--- config.mk ---
export PLATFORM = sky130hd
export DESIGN_NAME = qdac_spi_regs
export DESIGN_NICKNAME = d
export VERILOG_FILES = /design/src/rtl/qdac_pkg.sv /design/src/rtl/qdac_spi_shifter.sv /design/src/rtl/qdac_chan_bank.sv /design/src/rtl/qdac_readback.sv /design/src/rtl/qdac_spi_regs.sv
export SDC_FILE = /design/constraint.sdc
export NUM_CORES = 1
export LEC_CHECK = 0
export ABC_CLOCK_PERIOD_IN_PS = 2300
export BUFFER_PORTS_ARGS = -buffer_cell sky130_fd_sc_hd__buf_2
export CAP_MARGIN = 20
export CORE_ASPECT_RATIO = 1.5
export CORE_MARGIN = 2
export CORE_UTILIZATION = 55
export CTS_BUF_LIST = sky130_fd_sc_hd__clkbuf_4 sky130_fd_sc_hd__clkbuf_8 sky130_fd_sc_hd__clkbuf_16
export DETAILED_ROUTE_END_ITERATION = 16
export PLACE_DENSITY_LB_ADDON = 0.3
export SYNTH_ARGS = -nofsm -noshare
export SYNTH_HDL_FRONTEND = slang
export SYNTH_HIERARCHICAL = 1
export SYNTH_SLANG_ARGS = --single-unit
--- constraint.sdc ---
create_clock -name clk -period 2.3 [get_ports clk]
set_clock_uncertainty 0.2 [all_clocks]
set_input_delay 0.23 -clock clk [delete_from_list [all_inputs] [get_ports clk]]
set_output_delay 0.23 -clock clk [all_outputs]
set_load 0.03 [all_outputs]
--- src/rtl/qdac_pkg.sv ---
package qdac_pkg;
  localparam int NCH    = 4;
  localparam int CHW    = 2;
  localparam int DW     = 16;
  localparam int FW     = 24;
  localparam int AW     = 5;
  localparam int SLEWW  = 13;
  localparam int CTRLW  = 9;
  localparam int MAINW  = 13;
  localparam int DCDCW  = 7;
  localparam int RD_BIT = 23;
  localparam int ADDR_LSB = 16;
  localparam int SEL_LSB  = 13;
  localparam int OUT_EN_BIT = 6;

  localparam logic [2:0] RANGE_CUR_LO = 3'd4;
  localparam logic [2:0] RANGE_CUR_HI = 3'd6;

  // write groups, address bits 4:2
  localparam logic [2:0] WGRP_DATA = 3'd0;
  localparam logic [2:0] WGRP_GAIN = 3'd2;
  localparam logic [2:0] WGRP_OFFS = 3'd4;
  localparam logic [2:0] WGRP_CTRL = 3'd7;

  // read groups, address bits 4:2
  localparam logic [2:0] RGRP_DATA   = 3'd0;
  localparam logic [2:0] RGRP_CTRL   = 3'd1;
  localparam logic [2:0] RGRP_GAIN   = 3'd2;
  localparam logic [2:0] RGRP_OFFS   = 3'd3;
  localparam logic [2:0] RGRP_CLEAR  = 3'd4;
  localparam logic [2:0] RGRP_SLEW   = 3'd5;
  localparam logic [2:0] RGRP_SHARED = 3'd6;

  localparam logic [FW-1:0] NOOP_FRAME = 24'h1CE000;

  typedef enum logic [2:0] {
    SUB_SLEW = 3'd0,
    SUB_MAIN = 3'd1,
    SUB_DAC  = 3'd2,
    SUB_DCDC = 3'd3,
    SUB_SOFT = 3'd4
  } ctrl_sub_e;
endpackage

--- src/rtl/qdac_spi_shifter.sv ---
module qdac_spi_shifter #(
  parameter int SYNC_STAGES = 2,
  parameter int FRAME_W     = 24
) (
  input  logic               clk,
  input  logic               rst_n,
  input  logic               sclk_i,
  input  logic               cs_n_i,
  input  logic               mosi_i,
  input  logic [FRAME_W-1:0] tx_word_i,
  output logic               miso_o,
  output logic               cs_idle_o,
  output logic               frame_vld_o,
  output logic [FRAME_W-1:0] frame_o
);
  localparam int CNT_W = $clog2(FRAME_W + 2);
  localparam logic [CNT_W-1:0] CNT_MAX  = '1;
  localparam logic [CNT_W-1:0] CNT_FULL = CNT_W'(FRAME_W);

  logic [SYNC_STAGES-1:0] sclk_sync, cs_sync, mosi_sync;
  logic s_sclk, s_cs, s_mosi;
  logic sclk_d, cs_d;
  logic sclk_rise, sclk_fall, cs_rise, cs_fall;
  logic [FRAME_W-1:0] rx_q, tx_q;
  logic [CNT_W-1:0]   cnt_q;

  // pin synchronizers
  always_ff @(posedge clk or negedge rst_n) begin
    if (!rst_n) begin
      sclk_sync <= '0;
      cs_sync   <= '1;
      mosi_sync <= '0;
    end else begin
      sclk_sync <= {sclk_sync[SYNC_STAGES-2:0], sclk_i};
      cs_sync   <= {cs_sync[SYNC_STAGES-2:0], cs_n_i};
      mosi_sync <= {mosi_sync[SYNC_STAGES-2:0], mosi_i};
    end
  end

  assign s_sclk = sclk_sync[SYNC_STAGES-1];
  assign s_cs   = cs_sync[SYNC_STAGES-1];
  assign s_mosi = mosi_sync[SYNC_STAGES-1];

  always_ff @(posedge clk or negedge rst_n) begin
    if (!rst_n) begin
      sclk_d <= 1'b0;
      cs_d   <= 1'b1;
    end else begin
      sclk_d <= s_sclk;
      cs_d   <= s_cs;
    end
  end

  assign sclk_rise = s_sclk & ~sclk_d;
  assign sclk_fall = ~s_sclk & sclk_d;
  assign cs_rise   = s_cs & ~cs_d;
  assign cs_fall   = ~s_cs & cs_d;

  always_ff @(posedge clk or negedge rst_n) begin
    if (!rst_n) begin
      rx_q        <= '0;
      tx_q        <= '0;
      cnt_q       <= '0;
      frame_vld_o <= 1'b0;
      frame_o     <= '0;
    end else begin
      frame_vld_o <= 1'b0;
      if (cs_fall) begin
        cnt_q <= '0;
        tx_q  <= tx_word_i;
      end else if (!s_cs) begin
        if (sclk_rise) begin
          rx_q <= {rx_q[FRAME_W-2:0], s_mosi};
          if (cnt_q != CNT_MAX) cnt_q <= cnt_q + 1'b1;
        end
        if (sclk_fall) tx_q <= {tx_q[FRAME_W-2:0], 1'b0};
      end
      if (cs_rise) begin
        frame_vld_o <= (cnt_q == CNT_FULL);
        frame_o     <= rx_q;
      end
    end
  end

  assign cs_idle_o = cs_d;
  assign miso_o    = ~cs_d & tx_q[FRAME_W-1];
endmodule

--- src/rtl/qdac_chan_bank.sv ---
module qdac_chan_bank
  import qdac_pkg::*;
#(
  parameter logic [DW-1:0] OFFSET_RST = 16'h8000
) (
  input  logic             clk,
  input  logic             rst_n,
  input  logic             we_data_i,
  input  logic             we_gain_i,
  input  logic             we_offs_i,
  input  logic             we_slew_i,
  input  logic             we_ctrl_i,
  input  logic [DW-1:0]    wdata_i,
  output logic [DW-1:0]    data_o,
  output logic [DW-1:0]    gain_o,
  output logic [DW-1:0]    offs_o,
  output logic [SLEWW-1:0] slew_o,
  output logic [CTRLW-1:0] ctrl_o,
  output logic             current_o
);
  always_ff @(posedge clk or negedge rst_n) begin
    if (!rst_n) begin
      data_o <= '0;
      gain_o <= '0;
      offs_o <= OFFSET_RST;
      slew_o <= '0;
      ctrl_o <= '0;
    end else begin
      if (we_data_i) data_o <= wdata_i;
      if (we_gain_i) gain_o <= wdata_i;
      if (we_offs_i) offs_o <= wdata_i;
      if (we_slew_i) slew_o <= wdata_i[SLEWW-1:0];
      if (we_ctrl_i) ctrl_o <= wdata_i[CTRLW-1:0];
    end
  end

  assign current_o = (ctrl_o[2:0] >= RANGE_CUR_LO) && (ctrl_o[2:0] <= RANGE_CUR_HI);
endmodule

--- src/rtl/qdac_readback.sv ---
module qdac_readback
  import qdac_pkg::*;
(
  input  logic                 clk,
  input  logic                 rst_n,
  input  logic                 frame_vld_i,
  input  logic                 frame_rd_i,
  input  logic [AW-1:0]        frame_addr_i,
  input  logic [NCH*DW-1:0]    data_all_i,
  input  logic [NCH*DW-1:0]    gain_all_i,
  input  logic [NCH*DW-1:0]    offs_all_i,
  input  logic [NCH*SLEWW-1:0] slew_all_i,
  input  logic [NCH*CTRLW-1:0] ctrl_all_i,
  input  logic [MAINW-1:0]     main_i,
  input  logic [DCDCW-1:0]     dcdc_i,
  output logic [FW-1:0]        tx_word_o
);
  logic [DW-1:0] status_w, rd_val, staged_q;
  int rd_ch;

  always_comb begin
    status_w = '0;
    for (int i = 0; i < NCH; i++) status_w[i] = ctrl_all_i[i*CTRLW + OUT_EN_BIT];
  end

  always_comb begin
    rd_ch  = int'(frame_addr_i[CHW-1:0]);
    rd_val = '0;
    case (frame_addr_i[AW-1:CHW])
      RGRP_DATA: rd_val = data_all_i[rd_ch*DW +: DW];
      RGRP_CTRL: rd_val = DW'(ctrl_all_i[rd_ch*CTRLW +: CTRLW]);
      RGRP_GAIN: rd_val = gain_all_i[rd_ch*DW +: DW];
      RGRP_OFFS: rd_val = offs_all_i[rd_ch*DW +: DW];
      RGRP_SLEW: rd_val = DW'(slew_all_i[rd_ch*SLEWW +: SLEWW]);
      RGRP_SHARED: begin
        case (frame_addr_i[CHW-1:0])
          2'd0:    rd_val = status_w;
          2'd1:    rd_val = DW'(main_i);
          2'd2:    rd_val = DW'(dcdc_i);
          default: rd_val = '0;
        endcase
      end
      default: rd_val = '0;
    endcase
  end

  always_ff @(posedge clk or negedge rst_n) begin
    if (!rst_n) staged_q <= '0;
    else if (frame_vld_i) staged_q <= frame_rd_i ? rd_val : '0;
  end

  assign tx_word_o = {{(FW-DW){1'b0}}, staged_q};
endmodule

--- src/rtl/qdac_spi_regs.sv ---
module qdac_spi_regs
  import qdac_pkg::*;
#(
  parameter int            SYNC_STAGES = 2,
  parameter logic [DW-1:0] OFFSET_RST  = 16'h8000
) (
  input  logic                 clk,
  input  logic                 rst_n,
  input  logic                 spi_sclk,
  input  logic                 spi_cs_n,
  input  logic                 spi_mosi,
  output logic                 spi_miso,
  output logic [NCH*DW-1:0]    dac_code_o,
  output logic [NCH*CTRLW-1:0] dac_ctrl_o,
  output logic [NCH-1:0]       ch_current_o,
  output logic [MAINW-1:0]     main_cfg_o,
  output logic [DCDCW-1:0]     dcdc_cfg_o
);
  logic          frame_vld, cs_idle;
  logic [FW-1:0] frame_bits, tx_word;
  logic          f_rd, wr_ok;
  logic [AW-1:0] f_addr;
  logic [DW-1:0] f_data;
  logic [2:0]    f_grp;
  logic [CHW-1:0] f_ch;
  ctrl_sub_e     f_sel;
  logic          unused_rsvd;

  logic [NCH*DW-1:0]    gain_all, offs_all;
  logic [NCH*SLEWW-1:0] slew_all;

  qdac_spi_shifter #(.SYNC_STAGES(SYNC_STAGES), .FRAME_W(FW)) i_shifter (
    .clk(clk), .rst_n(rst_n),
    .sclk_i(spi_sclk), .cs_n_i(spi_cs_n), .mosi_i(spi_mosi),
    .tx_word_i(tx_word), .miso_o(spi_miso), .cs_idle_o(cs_idle),
    .frame_vld_o(frame_vld), .frame_o(frame_bits)
  );

  // frame field split
  assign f_rd        = frame_bits[RD_BIT];
  assign f_addr      = frame_bits[ADDR_LSB +: AW];
  assign f_data      = frame_bits[DW-1:0];
  assign unused_rsvd = ^frame_bits[RD_BIT-1:ADDR_LSB+AW];
  assign f_grp       = f_addr[AW-1:CHW];
  assign f_ch        = f_addr[CHW-1:0];
  assign f_sel       = ctrl_sub_e'(f_data[DW-1:SEL_LSB]);
  assign wr_ok       = frame_vld & ~f_rd;

  genvar g;
  generate
    for (g = 0; g < NCH; g++) begin : g_chan
      logic hit;
      assign hit = wr_ok && (f_ch == CHW'(g));
      qdac_chan_bank #(.OFFSET_RST(OFFSET_RST)) i_bank (
        .clk(clk), .rst_n(rst_n),
        .we_data_i(hit && (f_grp == WGRP_DATA)),
        .we_gain_i(hit && (f_grp == WGRP_GAIN)),
        .we_offs_i(hit && (f_grp == WGRP_OFFS)),
        .we_slew_i(hit && (f_grp == WGRP_CTRL) && (f_sel == SUB_SLEW)),
        .we_ctrl_i(hit && (f_grp == WGRP_CTRL) && (f_sel == SUB_DAC)),
        .wdata_i(f_data),
        .data_o(dac_code_o[g*DW +: DW]),
        .gain_o(gain_all[g*DW +: DW]),
        .offs_o(offs_all[g*DW +: DW]),
        .slew_o(slew_all[g*SLEWW +: SLEWW]),
        .ctrl_o(dac_ctrl_o[g*CTRLW +: CTRLW]),
        .current_o(ch_current_o[g])
      );
    end
  endgenerate

  // shared words: channel bits are ignored
  always_ff @(posedge clk or negedge rst_n) begin
    if (!rst_n) begin
      main_cfg_o <= '0;
      dcdc_cfg_o <= '0;
    end else if (wr_ok && (f_grp == WGRP_CTRL)) begin
      if (f_sel == SUB_MAIN) main_cfg_o <= f_data[MAINW-1:0];
      if (f_sel == SUB_DCDC) dcdc_cfg_o <= f_data[DCDCW-1:0];
    end
  end

  qdac_readback i_readback (
    .clk(clk), .rst_n(rst_n),
    .frame_vld_i(frame_vld), .frame_rd_i(f_rd), .frame_addr_i(f_addr),
    .data_all_i(dac_code_o), .gain_all_i(gain_all), .offs_all_i(offs_all),
    .slew_all_i(slew_all), .ctrl_all_i(dac_ctrl_o),
    .main_i(main_cfg_o), .dcdc_i(dcdc_cfg_o),
    .tx_word_o(tx_word)
  );
endmodule

==> results of run 1 <==
cells in the final DEF (no fill, tap or decap), drive strengths merged, types with 3 or more instances in the layout:
master         n
mux2         395
dfrtp        393
buf          254
mux2i         93
o21ai         70
nor2          63
clkbuf        53
a21oi         40
a211oi        30
nand2         18
o22ai         14
inv           13
mux4           9
conb           8
dfstp          7
a22o           7
clkinv         7
and2           6
nand3          6
nand2b         6
nand3b         5
bufinv         5
a21boi         5
nand4          5
nor2b          5
dlygate4sd3    4
nand4b         4
o2111ai        4
clkinvlp       3
o31ai          3
a22oi          3
ha             3
or3            3
nor3           3
metrics by stage:
step | cell area (sq um) | setup TNS (ns) | utilization
2_1_floorplan | 19100 | 0 | -
3_3_place_gp | 20700 | 0 | 0.606
3_5_place_dp | 20700 | -0.0157 | 0.606
4_1_cts | 22100 | -0.0123 | 0.648
5_1_grt | 22200 | 0 | 0.649
6_report | 22200 | 0 | 0.649
how the worst min path moves through the flow:
stage	startpoint	end	slack [ns]	cells past startpoint
final	rst_n	i_shifter/rx_q[20]	0.12	3
after global routing	spi_mosi	i_shifter/mosi_sync[0]	0.14	2
after CTS	spi_cs_n	i_shifter/cs_sync[0]	0.11	2
after detailed placement	rst_n	i_shifter/rx_q[5]	-0.05	1
after global placement	rst_n	i_shifter/rx_q[7]	-0.05	1
after floorplan	rst_n	dcdc_cfg_o[0]	-0.27	0
critical path, stage by stage, from the launching register on:
cell	delay (ns)
dfrtp_4	0.49
buf_16	0.39
mux2i_1	0.25
a211oi_1	0.10
buf_4	0.15
nor3_1	0.34
o31ai_1	0.12
layout make-up:
type | count | area share
clock buffers | 53 | 0.0521
flip-flops and latches | 400 | 0.452
diodes | 1 | 0.000113
well taps | 425 | 0.0240
inverters | 14 | 0.00237
clock inverters | 14 | 0.00915
multi-input cells | 828 | 0.368
repair buffers | 258 | 0.0916
metal layers:
metal  GRT usage  wire (microns)  vias up
li1            -               -     5239
met1       0.338           19200     6180
met2       0.468           24700      372
met3      0.0454            2380      121
met4       0.144            2720        2
met5           0              14        -
report_power, final:
group          internal (mW)  switching (mW)  total [mW]
clock                   4.07            2.71        6.78
sequential              7.16           0.165        7.32
combinational          0.301           0.494       0.796
total                   11.5            3.37        14.9
registers in the layout, summed over array words and instances, names as in the netlist, 2 cells and up:
register,flops
i_shifter/sclk_sync,2
i_shifter/frame_o,22
i_shifter/cs_sync,2
g_chan.i_bank/gain_o,64
g_chan.i_bank/ctrl_o,36
i_shifter/cnt_q,5
i_shifter/rx_q,24
g_chan.i_bank/slew_o,52
i_shifter/tx_q,24
g_chan.i_bank/data_o,64
dcdc_cfg_o,7
g_chan.i_bank/offs_o,64
i_readback/staged_q,16
main_cfg_o,13
i_shifter/mosi_sync,2
timing repair:
| action | 4_1_cts | 5_1_grt |
|---|---|---|
| hold buffers | 5 | 0 |
| gates resized for setup | 0 | 4 |
| setup endpoints to repair | 1 | 37 |
| buffers inserted | 0 | 2 |
| endpoints found under the hold margin | 398 | 0 |
==> metrics.cfg, run 1 <==
[grt]
grt_max_degree = 84
grt.total_usage = 0.276
grt_pass1_wl_microns = 75500
grt_pass1_vias = 12606
antenna_found_initial = 1
overflow = 0

[job]
cap_viol_max_count = 0

[final_layout]
seq_area_sq_um = 10000
fillCellCount = 2488
fin_cells = 1993
drive_above_1_share = 0.485
fin_nets = 1548
multi_input_area_sq_um = 8160
syn2layout_area_growth_pct = 16.5

[drt]
drtIter0Drc = 792
drtAntennaViolNets = 0
drc = 0
wirelength_microns = 49000
routedWlPerCell_microns = 24.6
vias = 11914
drt-pass1-iter-count = 4
via_per_inst = 5.98

[critical_path]
cp-startpoint = i_shifter/frame_o[18]
cp.required_ns = 2.51
setup.worst_path.start_class = register
reg2reg_from = i_shifter/frame_o[18]
r2r_end = i_readback/staged_q[3]
critPathMaxFanout = 65
r2r_cells = 6
end_kind = register
cp.arrival_ns = 2.44
worstSetupEndpoint = i_readback/staged_q[3]
rrSetupSlack_ns = 0.08
crit_type = register to register

[timing]
finalHoldViolations = 0
tightest_slew_ns = 0.873
setup_ws_ns = 0.0782
max_freq_mhz = 450
setup_viol = 0
fin_crit_ns = 2.22
drv_slew = 0
rsz0062_at_grt = false
holdWs_ns = 0.122
relSlewSlack = 0.418
fin_crit_sh = 0.966

[clock_tree]
cts_max_level = 2
numCtsBuffers = 38
cts_tree = built
cts_num_sinks = 400
clockBufferDepth = 3
clock_latency_ns = 0.54
cts_root_buffer = clkbuf_16
clk_pin_slew_worst_paths_ns = 0.07

[min_path]
min_path_type = input port to asynchronous set/reset pin

[floorplanning]
start_util = 0.557
fp.dieW_microns = 156
io_pins = 130
dieArea_sq_um = 36100
rows = 83
core-area_sq_um = 34200
die_h_microns = 232

[placement]
dpl.cell_count = 1919
pre_cts_ws_ns = -0.0150
gp_congestion = 0.907
dp_hpwl_microns = 33400
io_buffers = 129

[synthesis]
synth_cells = 1331
yosys_warnings = 6
syn_avg_cell_area_sq_um = 14.3
syn_area_sq_um = 19000

[power]
power.density_nw_per_um2 = 672
total_power_mw = 14.9
p_leak_nw = 10.6
peakVddDrop_v = 0.000411

[status]
status = finished, final reports clean

Note: power is estimated with default switching activity, not from simulation.
==> run 2, diff against run 1 <==
--- a/config.mk
+++ b/config.mk
@@ -5,12 +5,12 @@
 export SDC_FILE = /design/constraint.sdc
 export NUM_CORES = 1
 export LEC_CHECK = 0
-export ABC_CLOCK_PERIOD_IN_PS = 2300
+export ABC_CLOCK_PERIOD_IN_PS = 2100
 export BUFFER_PORTS_ARGS = -buffer_cell sky130_fd_sc_hd__buf_2
 export CAP_MARGIN = 20
 export CORE_ASPECT_RATIO = 1.5
 export CORE_MARGIN = 2
-export CORE_UTILIZATION = 55
+export CORE_UTILIZATION = 60
 export CTS_BUF_LIST = sky130_fd_sc_hd__clkbuf_4 sky130_fd_sc_hd__clkbuf_8 sky130_fd_sc_hd__clkbuf_16
 export DETAILED_ROUTE_END_ITERATION = 16
 export PLACE_DENSITY_LB_ADDON = 0.3
==> constraint.sdc (replaced) <==
create_clock -name clk -period 2.1 [get_ports clk]
set_clock_uncertainty 0.2 [all_clocks]
set_input_delay 0.21 -clock clk [delete_from_list [all_inputs] [get_ports clk]]
set_output_delay 0.21 -clock clk [all_outputs]
set_load 0.03 [all_outputs]
==> metrics.cfg, run 2 (synthesized netlist as in run 1, its figures left out) <==
[status]
status = complete, but fails checks
violations = hold timing, setup timing

[timing]
fin_crit_sh = 1.02
max_freq_mhz = 468
setup_ws_ns = -0.0348
tightest_slew_ns = 0.891
setup_viol = 46
fin_crit_ns = 2.13
finalHoldViolations = 7
relSlewSlack = 0.406
holdWs_ns = -0.0151
drv_slew = 0
rsz0062_at_grt = true

[final_layout]
fin_util = 0.726
final_common_cell = dfrtp_1
fin_nets = 1567
largestRegisters = g_chan.i_bank/data_o: 64 flops, g_chan.i_bank/gain_o: 64 flops, g_chan.i_bank/offs_o: 64 flops
fin_cells = 1993
drive_above_1_share = 0.516
final_cell_mix = dfrtp_1, mux2_2, mux2_4, buf_2, buf_4
n_antenna_cell = 0
syn2layout_area_growth_pct = 18.7

[clock_tree]
cts_root_buffer = clkbuf_16
cts_max_level = 2
clockBufferDepth = 3
cts_num_sinks = 400
cts_tree = built
clock_latency_ns = 0.54
clk_pin_slew_worst_paths_ns = 0.07
numCtsBuffers = 39

[critical_path]
crit_type = register to register
cp.arrival_ns = 2.35
critPathMaxFanout = 13
setup.worst_path.start_class = register
cp.required_ns = 2.32
end_kind = register

[placement]
dpl.cell_count = 1906
io_buffers = 129
gp_congestion = 0.919
dp_hpwl_microns = 33800

[floorplanning]
fp.dieW_microns = 149
rows = 79
dieArea_sq_um = 33200
io_pins = 130
start_util = 0.611
die_h_microns = 222
core-area_sq_um = 31100

[grt]
grt_max_degree = 67
overflow = 0
antenna_found_initial = 0
grt_pass1_vias = 12972
grt.total_usage = 0.308
grt_pass1_wl_microns = 77700

[drt]
drtAntennaViolNets = 0
routedWlPerCell_microns = 25.8
drtIter0Drc = 1005
wirelength_microns = 51400
via_per_inst = 6.18
drt-pass1-iter-count = 5
vias = 12308
drc = 0

[job]
cap_viol_max_count = 0

[power]
peakVddDrop_v = 0.000701
power.density_nw_per_um2 = 716
p_leak_nw = 10.8

[min_path]
min_path_type = input port to asynchronous set/reset pin

==> run 2: cell types whose count changed in the layout (fill, tap and decap cells not counted), sizes merged <==
cell,before,now
bufinv,5,2
buf,254,270
clkbuf,53,59
diode,1,0
inv,13,14
clkinvlp,3,4
==> run 2: power breakdown <==
group | internal (mW) | total, mW | switching [mW]
Clock | 4.21 | 7.22 | 3.01
Combinational | 0.360 | 0.906 | 0.545
Sequential | 7.84 | 8.04 | 0.199
Total | 12.4 | 16.2 | 3.75
==> run 2: path summary, 6_finish.rpt <==
check / from / end / slack [ns] / depth (start not counted)
max: i_shifter/frame_o[19] / g_chan[3].i_bank/slew_o[8] / -0.03 / 5
min: rst_n / g_chan[0].i_bank/data_o[13] / -0.02 / 2
max in group asynchronous: rst_n / g_chan[2].i_bank/offs_o[15] / 0.90 / 3
min reg2reg: i_shifter/mosi_sync[0] / i_shifter/mosi_sync[1] / 0.15 / 0
max reg2reg: i_shifter/frame_o[19] / g_chan[3].i_bank/slew_o[8] / -0.03 / 5
min in group clk: spi_cs_n / i_shifter/cs_sync[0] / 0.11 / 2
==> run 2: final cells by class <==
class	instances	area [sq um]
fillers	1986	8550
repair buffers	276	2320
multi-input cells	828	8360
inverters	14	52.6
clock buffers	57	1190
clock inverters	13	140
well taps	405	507
flip-flops and latches	400	10000
==> run 2: repair_timing <==
action                                  4_1_cts  5_1_grt
endpoints found under the setup margin      116      218
hold endpoints to repair                    397        0
pin swaps                                     2        7
hold buffers                                  4        0
gates resized for setup                      15       49
cloned                                        0        4
setup buffers                                 2        8
==> run 2: per-layer routing <==
metal | vias up | global-route usage | share of wire
met5 | - | 0 | 0
met4 | 0 | 0.171 | 0.062
met3 | 149 | 0.0449 | 0.046
met2 | 471 | 0.507 | 0.50
met1 | 6418 | 0.390 | 0.39
li1 | 5270 | - | -
==> run 2: critical path, stage by stage (launching register included) <==
cell and delay, ns:
dfrtp_2 0.45, nand3_2 0.13, or4_4 0.52, nor2_4 0.17, buf_12 0.17, mux2_2 0.35
==> run 2: through the flow <==
stage / cell area [sq um] / setup WS (ns) / TNS (ns) / power (mW)
global placement: 20900 / -0.105 / -1.03 / 9.04
floorplan: 19100 / 0.00437 / 0 / 8.48
CTS: 22300 / -0.00383 / -0.00451 / 16.3
global route: 22600 / -0.110 / -6.97 / 16.7
detailed placement: 20900 / -0.126 / -3.22 / 9.08
finish: 22600 / -0.0348 / -0.596 / 16.2
